==> src/rtl/tonehost_pkg.sv <==
package tonehost_pkg;

  // Strobes from the bus control to the register datapath
  typedef struct packed {
    logic wrTx;      // transmit register write
    logic wrCtrl;    // control register write
    logic rdStatus;  // status read completed (clear-on-read)
  } hostStrobe_t;

  // Status bit positions (host software decodes these)
  localparam int ST_IRQ = 0;
  localparam int ST_TXE = 1;
  localparam int ST_RXF = 2;
  localparam int ST_DST = 3;

  // Control bit positions
  localparam int CTL_BURST = 0;
  localparam int CTL_IRQEN = 1;

endpackage

==> src/rtl/tonehost_ctrl.sv <==
module tonehost_ctrl
  import tonehost_pkg::*;
#(
  parameter int DATA_W     = 4,
  parameter int SYNC_DEPTH = 2
) (
  input  logic              clk,
  input  logic              rstN,
  input  logic              csN,
  input  logic              rdN,
  input  logic              wrN,
  input  logic              rs0,
  input  logic [DATA_W-1:0] dataIn,
  output hostStrobe_t       strobes,
  output logic [DATA_W-1:0] wrData
);

  localparam int BUS_W = DATA_W + 4;
  localparam logic [BUS_W-1:0] BUS_IDLE = {3'b111, 1'b0, {DATA_W{1'b0}}};

  logic [BUS_W-1:0] busNow;
  logic [BUS_W-1:0] busPipe [SYNC_DEPTH];

  assign busNow = {csN, rdN, wrN, rs0, dataIn};

  // Sampling pipeline: stage SYNC_DEPTH-2 is "current", last is "previous"
  genvar gi;
  generate
    for (gi = 0; gi < SYNC_DEPTH; gi++) begin : g_pipe
      always_ff @(posedge clk or negedge rstN) begin
        if (!rstN) busPipe[gi] <= BUS_IDLE;
        else if (gi == 0) busPipe[gi] <= busNow;
        else busPipe[gi] <= busPipe[gi-1];
      end
    end
  endgenerate

  logic              csQ, rdQ, wrQ;
  logic              csPrev, rdPrev, wrPrev, rs0Prev;
  logic [DATA_W-1:0] dataPrev;
  logic              rs0Unused;
  logic [DATA_W-1:0] dataUnused;

  assign {csQ, rdQ, wrQ, rs0Unused, dataUnused} = busPipe[SYNC_DEPTH-2];
  assign {csPrev, rdPrev, wrPrev, rs0Prev, dataPrev} = busPipe[SYNC_DEPTH-1];

  logic wrRise, rdRise;

  always_comb begin
    wrRise = wrQ && !wrPrev && !csPrev;
    rdRise = rdQ && !rdPrev && !csPrev;
    strobes.wrTx     = wrRise && !rs0Prev;
    strobes.wrCtrl   = wrRise && rs0Prev;
    strobes.rdStatus = rdRise && rs0Prev;
    wrData = dataPrev;
  end

  logic csUnused;
  assign csUnused = csQ;

endmodule

==> src/rtl/tonehost_dp.sv <==
module tonehost_dp
  import tonehost_pkg::*;
#(
  parameter int DATA_W = 4
) (
  input  logic              clk,
  input  logic              rstN,
  input  hostStrobe_t       strobes,
  input  logic [DATA_W-1:0] wrData,
  input  logic              csN,
  input  logic              rdN,
  input  logic              rs0,
  input  logic              toneValid,
  input  logic [DATA_W-1:0] toneCode,
  input  logic              toneAbsent,
  input  logic              burstPauseDone,
  output logic [DATA_W-1:0] dataOut,
  output logic              dataOe,
  output logic [3:0]        status,
  output logic              burstEn,
  output logic              irqEn,
  output logic [DATA_W-1:0] txData,
  output logic              txLoad,
  output logic              irqN
);

  logic [DATA_W-1:0] ctrlReg, ctrlNxt;
  logic [DATA_W-1:0] rxReg;
  logic [3:0]        statusNxt;
  logic              burstNxt, rxSet, txSet, rdClr;

  always_comb begin
    ctrlNxt  = strobes.wrCtrl ? wrData : ctrlReg;
    burstNxt = ctrlNxt[CTL_BURST];
    rxSet    = toneValid;
    txSet    = burstPauseDone && burstNxt;
    rdClr    = strobes.rdStatus;

    statusNxt[ST_RXF] = rxSet || (status[ST_RXF] && !rdClr);
    statusNxt[ST_TXE] = burstNxt && (txSet || (status[ST_TXE] && !rdClr));
    statusNxt[ST_IRQ] = rxSet || txSet || (status[ST_IRQ] && !rdClr);
    if (toneValid)       statusNxt[ST_DST] = 1'b0;
    else if (toneAbsent) statusNxt[ST_DST] = 1'b1;
    else                 statusNxt[ST_DST] = status[ST_DST];
  end

  always_ff @(posedge clk or negedge rstN) begin
    if (!rstN) begin
      ctrlReg <= '0;
      rxReg   <= '0;
      txData  <= '0;
      txLoad  <= 1'b0;
      status  <= '0;
    end else begin
      ctrlReg <= ctrlNxt;
      status  <= statusNxt;
      txLoad  <= strobes.wrTx;
      if (strobes.wrTx) txData <= wrData;
      if (toneValid)    rxReg  <= toneCode;
    end
  end

  assign burstEn = ctrlReg[CTL_BURST];
  assign irqEn   = ctrlReg[CTL_IRQEN];

  always_comb begin
    dataOe  = !csN && !rdN;
    dataOut = rs0 ? DATA_W'(status) : rxReg;
    irqN    = !(irqEn && status[ST_IRQ]);
  end

endmodule

==> src/rtl/tonehost_if.sv <==
module tonehost_if
  import tonehost_pkg::*;
#(
  parameter int DATA_W = 4
) (
  input  logic              clk,
  input  logic              rstN,
  input  logic              csN,
  input  logic              rdN,
  input  logic              wrN,
  input  logic              rs0,
  input  logic [DATA_W-1:0] dataIn,
  output logic [DATA_W-1:0] dataOut,
  output logic              dataOe,
  output logic              irqN,
  input  logic              toneValid,
  input  logic [DATA_W-1:0] toneCode,
  input  logic              toneAbsent,
  input  logic              burstPauseDone,
  output logic              txLoad,
  output logic [DATA_W-1:0] txData
);

  hostStrobe_t       strobesW;
  logic [DATA_W-1:0] wrDataW;
  logic [3:0]        statusW;
  logic              burstEnW, irqEnW;

  tonehost_ctrl #(.DATA_W(DATA_W), .SYNC_DEPTH(2)) u_ctrl (
    .clk(clk), .rstN(rstN), .csN(csN), .rdN(rdN), .wrN(wrN), .rs0(rs0),
    .dataIn(dataIn), .strobes(strobesW), .wrData(wrDataW)
  );

  tonehost_dp #(.DATA_W(DATA_W)) u_dp (
    .clk(clk), .rstN(rstN), .strobes(strobesW), .wrData(wrDataW),
    .csN(csN), .rdN(rdN), .rs0(rs0),
    .toneValid(toneValid), .toneCode(toneCode), .toneAbsent(toneAbsent),
    .burstPauseDone(burstPauseDone),
    .dataOut(dataOut), .dataOe(dataOe), .status(statusW),
    .burstEn(burstEnW), .irqEn(irqEnW),
    .txData(txData), .txLoad(txLoad), .irqN(irqN)
  );

endmodule

==> config.mk <==
export PLATFORM = sky130hd
export DESIGN_NAME = tonehost_if
export DESIGN_NICKNAME = d
export VERILOG_FILES = /design/src/rtl/tonehost_pkg.sv /design/src/rtl/tonehost_ctrl.sv /design/src/rtl/tonehost_dp.sv /design/src/rtl/tonehost_if.sv
export SDC_FILE = /design/constraint.sdc
export NUM_CORES = 1
export LEC_CHECK = 0
export ABC_AREA = 1
export BUFFER_PORTS_ARGS = -buffer_cell sky130_fd_sc_hd__buf_2
export CAP_MARGIN = 40
export CORE_MARGIN = 5
export CORE_UTILIZATION = 57
export CTS_BUF_LIST = sky130_fd_sc_hd__clkbuf_2
export DETAILED_ROUTE_END_ITERATION = 10
export PLACE_DENSITY = 0.85
export SLEW_MARGIN = 20
export SYNTH_ARGS = -nofsm -noshare
export SYNTH_HDL_FRONTEND = slang
export SYNTH_SLANG_ARGS = --single-unit
==> constraint.sdc <==
create_clock -name clk -period 2.05 [get_ports clk]
set_input_delay 0.1025 -clock clk [delete_from_list [all_inputs] [get_ports clk]]
set_output_delay 0.1025 -clock clk [all_outputs]
set_load 0.05 [all_outputs]
==> impl_metrics.py <==
metrics = {
    "global_routing": {
        "grt_start_max_net_pins": 32,
        "grt_use_total_pct": 16.9,
        "grt_pass1_vias": 760,
        "grt_overflow": 0,
        "grt_pass1_wl_um": 3350,
        "antenna_found_initial": 0,
    },
    "placement": {
        "dpl.hpwl_um": 1210,
        "gp_congestion": 0.754,
        "io_buffers": 27,
        "placed_cells": 141,
    },
    "timing": {
        "achievable-frequency_ghz": 0.731,
        "tightest_slew_ns": 0.647,
        "hold_violations": 0,
        "drv_slew": 0,
        "setup_viol": 0,
        "rsz0062_at_grt": "no",
        "finalCritPeriodShare_pct": 66.8,
        "max-slew-margin-rel_pct": 56.9,
        "whs_ns": 0.0516,
        "period_minus_slack_ns": 1.37,
        "setup_tns_ns": 0,
        "finalClockSkew_ns": 0.00906,
    },
    "synthesis": {
        "synth_nets": 107,
        "synth_compound_area_share_pct": 6.89,
        "synth_xor_area_share_pct": 0,
        "synth_fa_ha_area_share_pct": 0,
        "netlist_area_um2": 1050,
        "syn_inst": 90,
        "yosys.area.top_type_share_pct": 59.4,
        "synthTopCellsByArea": "dfrtp_1, dfstp_2, nand2_1",
        "yosys.area.top_type": "dfrtp_1",
        "seq_area_frac_synth_pct": 74.3,
        "synth_cell_types": 16,
        "synth_mux_area_share_pct": 0,
        "avgSynthCellArea_um2": 11.7,
        "yosys_warnings": 0,
        "synth_seq_cells": 31,
        "synth_top_family_by_area": "simple AND/OR/NAND/NOR gates",
        "synthSimpleGateAreaFrac_pct": 14.0,
    },
    "clock_tree": {
        "cts_root_buf": "clkbuf_2",
        "h-tree-depth": 2,
        "cts_setup_buffers": 0,
        "clk_latency_ns": 0.33,
        "cts_max_path_buffers": 2,
        "clk_pin_slew_ns": 0.15,
        "clock_sinks": 31,
        "cts_tree": "yes",
        "cts_made_buffers": 5,
    },
    "routing": {
        "drt-initial-drc-count": 6,
        "routed_wl_um": 2000,
        "vias_per_cell": 4.73,
        "drc_errors": 0,
        "wl_per_cell_um": 12.2,
        "vias": 776,
        "ant_nets": 0,
        "drt-pass1-iter-count": 4,
    },
    "floorplan": {
        "initial_utilization_pct": 60.4,
        "core_area_um2": 1750,
        "die_h_um": 53.0,
        "dieArea_um2": 2810,
        "rows": 15,
        "die_w_um": 53.0,
        "io_pins": 28,
    },
    "worst_hold_path": {
        "hold_class": "in -> reg",
    },
    "critical_path": {
        "crit_type": "in -> out",
        "crit_path_start_kind": "input pin",
        "critPathTopFamily": "buffers and inverters",
        "crit_arrival_ns": 1.27,
        "end_kind": "output port",
        "max_stage_delay_ns": 0.53,
        "cp_max_fo": 9,
        "cp_num_buf_inv": 3,
        "cp_cell_sequence": "dlygate4sd3_1 -> buf_2 -> o21ai_0 -> buf_2",
        "cp_common_cell": "buf_2",
        "crit_slowest_cell": "dlygate4sd3_1",
        "cp.required_ns": 1.95,
    },
    "finish": {
        "nNetsFinal": 155,
        "fin_cells": 164,
        "fillers": 101,
        "drive_gt1_share_pct": 33.1,
        "layout_commonest_cell": "buf_2",
        "area_growth_pct": 38.4,
        "final_cell_mix": "buf_2, dfrtp_1, nand2_1, dlygate4sd3_1, inv_1",
        "n_antenna_cell": 0,
    },
    "pwr": {
        "peakVddDrop_mv": 0.969,
        "power_density_nw_per_um2": 1010,
        "p_leak_nw": 0.737,
    },
    "run": {
        "drv_cap": 0,
    },
    "outcome": {
        "status": "completed",
    },
}
path summary, 6_finish.rpt:
check	startpoint	to	slack (ns)	cells after the start
max	rs0	dataOut[0]	0.68	4
min	toneValid	u_dp.status[3]$_DFFE_PN0P_	0.05	2
max reg2reg	u_ctrl.busPipe[13]$_DFF_PN1_	u_dp.txData[1]$_DFFE_PN0P_	0.85	5
min reg2reg	u_ctrl.busPipe[15]$_DFF_PN1_	u_ctrl.busPipe[7]$_DFF_PN1_	0.37	0
max in group asynchronous	rstN	u_dp.ctrlReg[1]$_DFFE_PN0N_	1.30	2
min in group asynchronous	rstN	u_ctrl.busPipe[9]$_DFF_PN0_	0.33	2
sequential cells by signal (all words and copies together), names as in the netlist:
register / flops
u_dp.ctrlReg: 2
u_ctrl.wrData: 4
u_dp.txData: 4
u_dp.status: 4
u_ctrl.busPipe: 12
u_dp.txLoad: 1
u_dp.rxReg: 4
synth_stat cells:
cell type  count
nand3_2        2
o21ai_1        2
nor2_4         1
nand2_1       20
inv_2          1
dfrtp_1       25
a21oi_1        2
nor2_1         5
nand2_2        1
a21o_1         1
o21ai_0        9
buf_2          1
nand4_1        1
inv_1         11
nand3_1        2
dfstp_2        6
metal layers:
metal  global-route usage (%)  part of all wire, %  up-vias
met5                        0                    0        -
met4                     5.11                 0.45        0
met3                     6.20                  5.9        2
met2                     27.5                   51       31
met1                     21.1                   43      365
li1                         -                    -      378
through the flow:
| step | utilization (%) | setup slack [ns] | instance area [um^2] | total power [mW] |
|---|---|---|---|---|
| floorplan | - | 0.523 | 1050 | 0.857 |
| global placement | 69.6 | 0.990 | 1210 | 0.922 |
| detailed placement | 69.6 | 0.927 | 1210 | 0.931 |
| CTS | 83.5 | 0.684 | 1460 | 1.48 |
| global route | 83.5 | 0.656 | 1460 | 1.54 |
| finish | 83.5 | 0.681 | 1460 | 1.47 |
where the power goes:
group	total, mW	switching [mW]	internal [mW]
Sequential	0.693	0.0245	0.669
Combinational	0.251	0.177	0.0741
Clock	0.525	0.196	0.329
Total	1.47	0.398	1.07
what timing repair did:
item | 4_1_cts | 5_1_grt
endpoints found under the hold margin | 39 | 0
gates resized for setup | 0 | 0
hold buffers | 15 | 0
cell families (layout without fill, tap and decap cells):
logic type | Yosys count | count (layout)
AO/OA/AOI/OAI | 14 | 14
flip-flops | 31 | 31
buffers and inverters | 13 | 62
AND/OR/NAND/NOR | 32 | 32
layout make-up:
class	instances	area [um^2]	area share (%)
clock buffers	5	25.0	1.72
clock inverters	3	67.6	4.64
inverters	12	45.0	3.09
multi-input cells	46	220	15.1
flip-flops and latches	31	783	53.7
well taps	25	31.3	2.15
repair buffers	42	285	19.6
No activity file was read; power rests on OpenSTA's default activity.
